`config.mk`:
```
export PLATFORM = sky130hd
export DESIGN_NAME = dual_result_stage
export DESIGN_NICKNAME = d
export VERILOG_FILES = /design/src/rtl/drs_pkg.sv /design/src/rtl/drs_tag_next.sv /design/src/rtl/drs_cmp_flag.sv /design/src/rtl/drs_word_hold.sv /design/src/rtl/dual_result_stage.sv
export SDC_FILE = /design/constraint.sdc
export NUM_CORES = 1
export LEC_CHECK = 0
export CAP_MARGIN = 5
export CORE_ASPECT_RATIO = 1.2
export CORE_MARGIN = 5
export CORE_UTILIZATION = 42
export CTS_BUF_LIST = sky130_fd_sc_hd__clkbuf_16
export DETAILED_ROUTE_END_ITERATION = 12
export HOLD_SLACK_MARGIN = 0.12
export MAX_ROUTING_LAYER = met4
export PLACE_DENSITY = 0.91
export SYNTH_ARGS = -nofsm -noshare
export SYNTH_HDL_FRONTEND = slang
export SYNTH_SLANG_ARGS = --single-unit
export TNS_END_PERCENT = 5
```
`constraint.sdc`:
```
create_clock -name clk -period 1.99 [get_ports clk]
set_input_delay 0.199 -clock clk [delete_from_list [all_inputs] [get_ports clk]]
set_output_delay 0.199 -clock clk [all_outputs]
set_load 0.01 [all_outputs]
```
`src/rtl/drs_pkg.sv`:
```
package drs_pkg;
   localparam int unsigned NUM_PORTS = 2;
   typedef enum logic [0:0] {
      PORT_LO = 1'b0,
      PORT_HI = 1'b1
   } port_e;
endpackage

```
`src/rtl/drs_tag_next.sv`:
```
module drs_tag_next #(
   parameter int unsigned TAG_W = 6
) (
   input  logic [TAG_W-1:0] tag_base,
   output logic [TAG_W-1:0] tag_succ
);
   localparam logic [TAG_W-1:0] ONE = {{(TAG_W-1){1'b0}}, 1'b1};
   // wraps modulo 2^TAG_W by truncation
   assign tag_succ = tag_base + ONE;
endmodule

```
`src/rtl/drs_cmp_flag.sv`:
```
module drs_cmp_flag (
   input  logic clk,
   input  logic rst_n,
   input  logic load,
   input  logic load_val,
   input  logic ack,
   output logic flag
);
   always_ff @(posedge clk or negedge rst_n) begin
      if (!rst_n)       flag <= 1'b0;
      else if (load)    flag <= load_val;
      else if (ack)     flag <= 1'b0;
   end
endmodule

```
`src/rtl/drs_word_hold.sv`:
```
module drs_word_hold #(
   parameter int unsigned W          = 64,
   parameter bit          RESET_DATA = 1'b1
) (
   input  logic         clk,
   input  logic         rst_n,
   input  logic         en,
   input  logic [W-1:0] d,
   output logic [W-1:0] q
);
   if (RESET_DATA) begin : g_rst
      always_ff @(posedge clk or negedge rst_n) begin
         if (!rst_n)   q <= '0;
         else if (en)  q <= d;
      end
   end else begin : g_norst
      always_ff @(posedge clk) begin
         if (en) q <= d;
      end
   end
endmodule

```
`src/rtl/dual_result_stage.sv`:
```
module dual_result_stage #(
   parameter int unsigned WORD_W     = 64,
   parameter int unsigned TAG_W      = 6,
   parameter bit          RESET_DATA = 1'b1
) (
   input  logic              clk,
   input  logic              rst_n,
   input  logic              adv,
   input  logic              in_valid,
   input  logic [TAG_W-1:0]  tag_in,
   input  logic [WORD_W-1:0] lo_in,
   input  logic [WORD_W-1:0] hi_in,
   input  logic              ack_lo,
   input  logic              ack_hi,
   output logic              cmp_lo,
   output logic              cmp_hi,
   output logic [TAG_W-1:0]  tag_lo,
   output logic [TAG_W-1:0]  tag_hi,
   output logic [WORD_W-1:0] lo_out,
   output logic [WORD_W-1:0] hi_out,
   output logic              stall
);
   import drs_pkg::*;

   localparam int unsigned NP = NUM_PORTS;

   if (WORD_W < 1) begin : g_bad_word
      $error("dual_result_stage: WORD_W must be at least 1");
   end
   if (TAG_W < 1) begin : g_bad_tag
      $error("dual_result_stage: TAG_W must be at least 1");
   end

   logic [NP-1:0] acks;
   logic [NP-1:0] flags;
   logic [NP-1:0] port_free;
   logic          take;

   assign acks[PORT_LO] = ack_lo;
   assign acks[PORT_HI] = ack_hi;

   // a port is free when empty or being drained this cycle
   assign port_free = ~flags | acks;
   assign stall     = ~&port_free;
   assign take      = adv & ~stall;

   for (genvar p = 0; p < NP; p++) begin : g_port
      drs_cmp_flag u_flag (
         .clk      (clk),
         .rst_n    (rst_n),
         .load     (take),
         .load_val (in_valid),
         .ack      (acks[p]),
         .flag     (flags[p])
      );
   end

   assign cmp_lo = flags[PORT_LO];
   assign cmp_hi = flags[PORT_HI];

   drs_word_hold #(.W(WORD_W), .RESET_DATA(RESET_DATA)) u_lo (
      .clk (clk), .rst_n (rst_n), .en (take), .d (lo_in), .q (lo_out)
   );
   drs_word_hold #(.W(WORD_W), .RESET_DATA(RESET_DATA)) u_hi (
      .clk (clk), .rst_n (rst_n), .en (take), .d (hi_in), .q (hi_out)
   );
   drs_word_hold #(.W(TAG_W), .RESET_DATA(RESET_DATA)) u_tag (
      .clk (clk), .rst_n (rst_n), .en (take), .d (tag_in), .q (tag_lo)
   );

   drs_tag_next #(.TAG_W(TAG_W)) u_inc (
      .tag_base (tag_lo),
      .tag_succ (tag_hi)
   );
endmodule

```
### After elaboration in Yosys (flattened, before gate mapping)

Index checks and enable logic that the tools add are counted.

* input bits: 140
* logic and storage cells: 17
* register bits after elaboration: 136
* output and inout port bits: 143

* bitwise gates (word level): 3
* $add $sub $neg: 1
* reductions and logical operators: 4
* muxes and demuxes: 4

Operators with widths (count)
* $add A6 B1 Y6 const B: 1
* $mux W1: 4
* $reduce_bool A2 Y1: 2
* $not A2 Y2: 1
* $or A2 B2 Y2: 1
* $reduce_and A2 Y1: 1
* $and A1 B1 Y1: 1
* $logic_not A1 Y1: 1

### Depth between registers and ports, before layout

* word-level depth: 5
* gate-level depth with buffers: 6
* depth with buffers taken out: 3

### Cells and area by module

Synthesis repeated with hierarchy kept, for this count alone.

* cells, all modules: 302
* area, all modules: 5786.8 um2

Modules (own cells, without submodules)
* drs_word_hold (u_hi ...): area each 2678.8 um2, times used 2, cells an instance 135, seq. area each 1601.5 um2
* drs_word_hold (u_tag): area each 251.5 um2, times used 1, cells an instance 13, seq. area each 150.1 um2
* drs_tag_next: area each 77.6 um2, times used 1, cells an instance 9, seq. area each 0.0 um2
* drs_cmp_flag: area each 37.5 um2, times used 2, cells an instance 3, seq. area each 25.0 um2
* dual_result_stage: area each 25.0 um2, times used 1, cells an instance 4, seq. area each 0.0 um2

### Worst setup path after synthesis

No wires, ideal clock.

* kind: reg2reg
* start: reg g_port[0].u_flag.flag
* end: reg u_lo.q[10]
* setup slack: 0.599 ns
* path buffers: 3
* arrival: 1.266 ns
* stages on the path, launching flop included: 7
* library setup time: 0.125 ns
* required time: 1.865 ns
* path through: dfrtp_1 -> nand2b_2 -> nand3_2 -> buf_6 -> buf_6 -> buf_6 -> mux2_4

* word-level cells in the longest chain between the ends: 4

RTL lines
* start, declared: RTL line drs_cmp_flag.sv:7 `output logic flag`
* start signal, assigned: RTL line drs_cmp_flag.sv:11 `else if (load) flag <= load_val;`
* $not A2 Y2: RTL line dual_result_stage.sv:43 `assign port_free = ~flags | acks;`
* $or A2 B2 Y2: RTL line dual_result_stage.sv:43
* $reduce_and A2 Y1: RTL line dual_result_stage.sv:44 `assign stall = ~&port_free;`
* $and A1 B1 Y1: RTL line dual_result_stage.sv:45 `assign take = adv & ~stall;`
* end signal, assigned: RTL line drs_word_hold.sv:13 `if (!rst_n) q <= '0;`
* end signal, assigned: RTL line drs_word_hold.sv:14 `else if (en) q <= d;`
* end, declared: RTL line drs_word_hold.sv:9 `output logic [W-1:0] q`

No other way between the ends.
A chain may end at the register's enable or synchronous reset.

### Final worst setup path

* start: reg u_tag.q[0]
* end: out tag_hi[1]

* word-level cells in the longest chain between the ends: 1

RTL lines
* start, declared: RTL line drs_word_hold.sv:9
* start signal, assigned: RTL line drs_word_hold.sv:13
* start signal, assigned: RTL line drs_word_hold.sv:14
* $add A6 B1 Y6: RTL line drs_tag_next.sv:9 `assign tag_succ = tag_base + ONE;`
* end, declared: RTL line dual_result_stage.sv:18 `output logic [TAG_W-1:0] tag_hi,`

No other way between the ends.

==> impl_metrics.csv <==
group,metric,value,unit
die,die_h,133,um
setup_path,crit_chain,"ha_1 > clkdlybuf4s50_1",
hold_path,min_path_type,"in -> reg",
setup_path,cp-end-kind,"output port",
timing,finalHoldViolCount,0,
timing,finalSetupViolations,0,
synth,synth_common_cells,"dfrtp_1, mux2_2, mux2_4",
timing,rsz0062_at_grt,"no",
timing,worst_slew_pin_slew,778,ps
synth,ys_types,15,
global_route,grt_pass1_wl,22800,um
global_route,overflow,0,
pwr,powerDensity,1030,nW/um2
drt,drt_iter0_drc,78,
synth,yosys_register_bits,136,
die,dieArea,14900,um2
pwr,leakage,3.80,nW
synth,ys_top_cells_by_area,"dfrtp_1, mux2_2, mux2_4, buf_6, buf_2",
setup_path,critPathKind,"reg -> out",
clocking,cts.clk_slew.worst_paths,60,ps
drt,vias_per_cell,4.73,
clocking,numCtsBuffers,17,
drt,wirelength,14400,um
synth,yosys_most_used_dff,"dfrtp_1",
place,dpl_cell_area,8300,um2
run,maxCapViolCount,0,
die,core_area,12500,um2
clocking,htreeDepth,4,
synth,yosys.area.top_type,"dfrtp_1",
drt,wire_per_inst,18.7,um
clocking,cts_buffer_depth,2,
setup_path,critPathMaxStageDelay,550,ps
timing,final.setup_skew,8.51,ps
global_route,antenna_found_initial,0,
setup_path,crit_slowest_cell,"clkdlybuf4s50_1",
synth,synth_enable_flop_cells,0,
drt,route.vias.total,3647,
die,rows,45,
timing,min_period_over_period,0.945,
setup_path,worstPathRequired,1790,ps
layout,syn2layout_area_growth,67.8,%
pwr,vdd_drop_max,0.539,mV
global_route,grtUsageTotal,0.203,
synth,synth_nets,443,
setup_path,arrival,1680,ps
place,place_congestion,0.791,
setup_path,worst_setup_path_start_kind,"flop",
die,pin_count,283,
die,die_w,112,um
layout,antenna_cells,0,
timing,maxSlewViolCount,0,
drt,drtPass1Iterations,4,
synth,synth_area_per_cell,17.5,um2
synth,yosysMostFrequentCell,"dfrtp_1",
timing,fin_tns_setup,0,ps
synth,seq_area_frac_synth,0.644,
timing,period_needed,1880,ps
synth,syn_area,5290,um2
synth,ys_warn_count,0,
timing,fmax,532,MHz
synth,syn_inst,302,
clocking,cts.sinks,136,
drt,antenna_left,0,
place,hpwl,10700,um
synth,async_reset_ff_frac,1.00,
clocking,root_buffer,"clkbuf_16",
synth,netlist.area_leader.share,0.644,
layout,drive_gt1_frac,0.282,
global_route,grt_pass1_vias,4201,
layout,stdcell_area,8870,um2
global_route,grt_max_degree,137,
timing,relSlewSlack,0.481,
place,portBuffers,282,
run_status,status,"completed",
clocking,cts_tree,"done",
layout,finalNetCount,735,
setup_path,path_max_fanout,6,
clocking,clock_latency,410,ps
drt,drc,0,
die,start_util,0.423,
==> sequential cells by signal, summed over array words and instances, names as in the netlist <==
signal	cells
u_hi.q	64
u_lo.q	64
u_tag.q	6
g_port.u_flag.flag	2
==> worst max-delay path: cells and delay by family (launching register included) <==
kind       cells  cell delay, ps
fa+ha+maj      1             300
buf+inv        1             550
flops          1             430
==> layer usage <==
layer | vias up | global-route usage | wire [um]
met3 | 37 | 0.0682 | 1020
met2 | 177 | 0.350 | 7830
met5 | - | - | 0
met4 | 0 | 0.0902 | 530
li1 | 1648 | - | -
met1 | 1785 | 0.208 | 5050
==> report_power, final <==
group          switching, W  total [W]  internal (W)
Sequential         0.000302    0.00358       0.00328
Clock               0.00115    0.00297       0.00182
Combinational      0.000907    0.00261       0.00170
==> layout make-up <==
class,count,area (um2)
multi-input combinational,149,1770
timing repair buffer,288,2920
clock buffer,17,425
inverter,2,7.51
clock inverter,15,138
sequential,136,3400
tap,164,205
fill,863,3630
==> worst paths after layout <==
path	start	to	slack, ps	cells past startpoint
min in group asynchronous	rst_n	u_hi.q[11]	410	3
setup / recovery	u_tag.q[0]	tag_hi[1]	110	2
max in group asynchronous	rst_n	u_hi.q[55]	940	3
hold reg to reg	u_hi.q[20]	u_hi.q[20]	500	1
hold / removal	in_valid	g_port[1].u_flag.flag	400	3
setup reg to reg	g_port[0].u_flag.flag	u_hi.q[42]	490	4
==> cell usage in the layout, fill, tap and decap left out, types with 2 or more instances in the layout <==
cell type        count
xnor2_1              3
nand3_1              3
bufinv_16            2
dfrtp_1            136
nand2b_2             2
clkdlybuf4s50_1    278
dlygate4sd2_1        3
clkbuf_16           17
mux2_2              96
inv_1                4
buf_12               4
o21ai_0              2
clkinv_2             4
clkinv_1             2
mux2_4              38
clkinv_4             3
==> cell families (layout without fill, tap and decap cells) <==
kind of cell | Yosys count | after routing | share of synthesized area
compound gates | 2 | 2 | 0.00189
xor+xnor | 4 | 4 | 0.00663
mux | 134 | 134 | 0.313
buf+inv | 17 | 322 | 0.0227
fa+ha+maj | 1 | 1 | 0.00237
simple gates | 8 | 8 | 0.00994
flops | 136 | 136 | 0.644
==> per-stage QoR <==
| step | worst slack (ps) | instances | hold slack (ps) | power [W] | util |
|---|---|---|---|---|---|
| 2_1_floorplan | 599 | 302 | -96.6 | 0.00462 | - |
| 3_3_place_gp | 180 | 738 | 337 | 0.00618 | 0.664 |
| 3_5_place_dp | 148 | 738 | 363 | 0.00627 | 0.664 |
| 4_1_cts | 86.2 | 771 | 377 | 0.00929 | 0.709 |
| 5_1_grt | 6.48 | 771 | 378 | 0.00957 | 0.709 |
| 6_report | 109 | 771 | 399 | 0.00916 | 0.709 |
==> timing repair <==
action                                 in CTS  in global routing
hold buffers                                1                  0
setup endpoints to repair                   3                  0
buffers inserted                            0                  0
endpoints found under the hold margin     136                  0
resized for setup                           3                  0
Power figures use the tool's default switching activity.
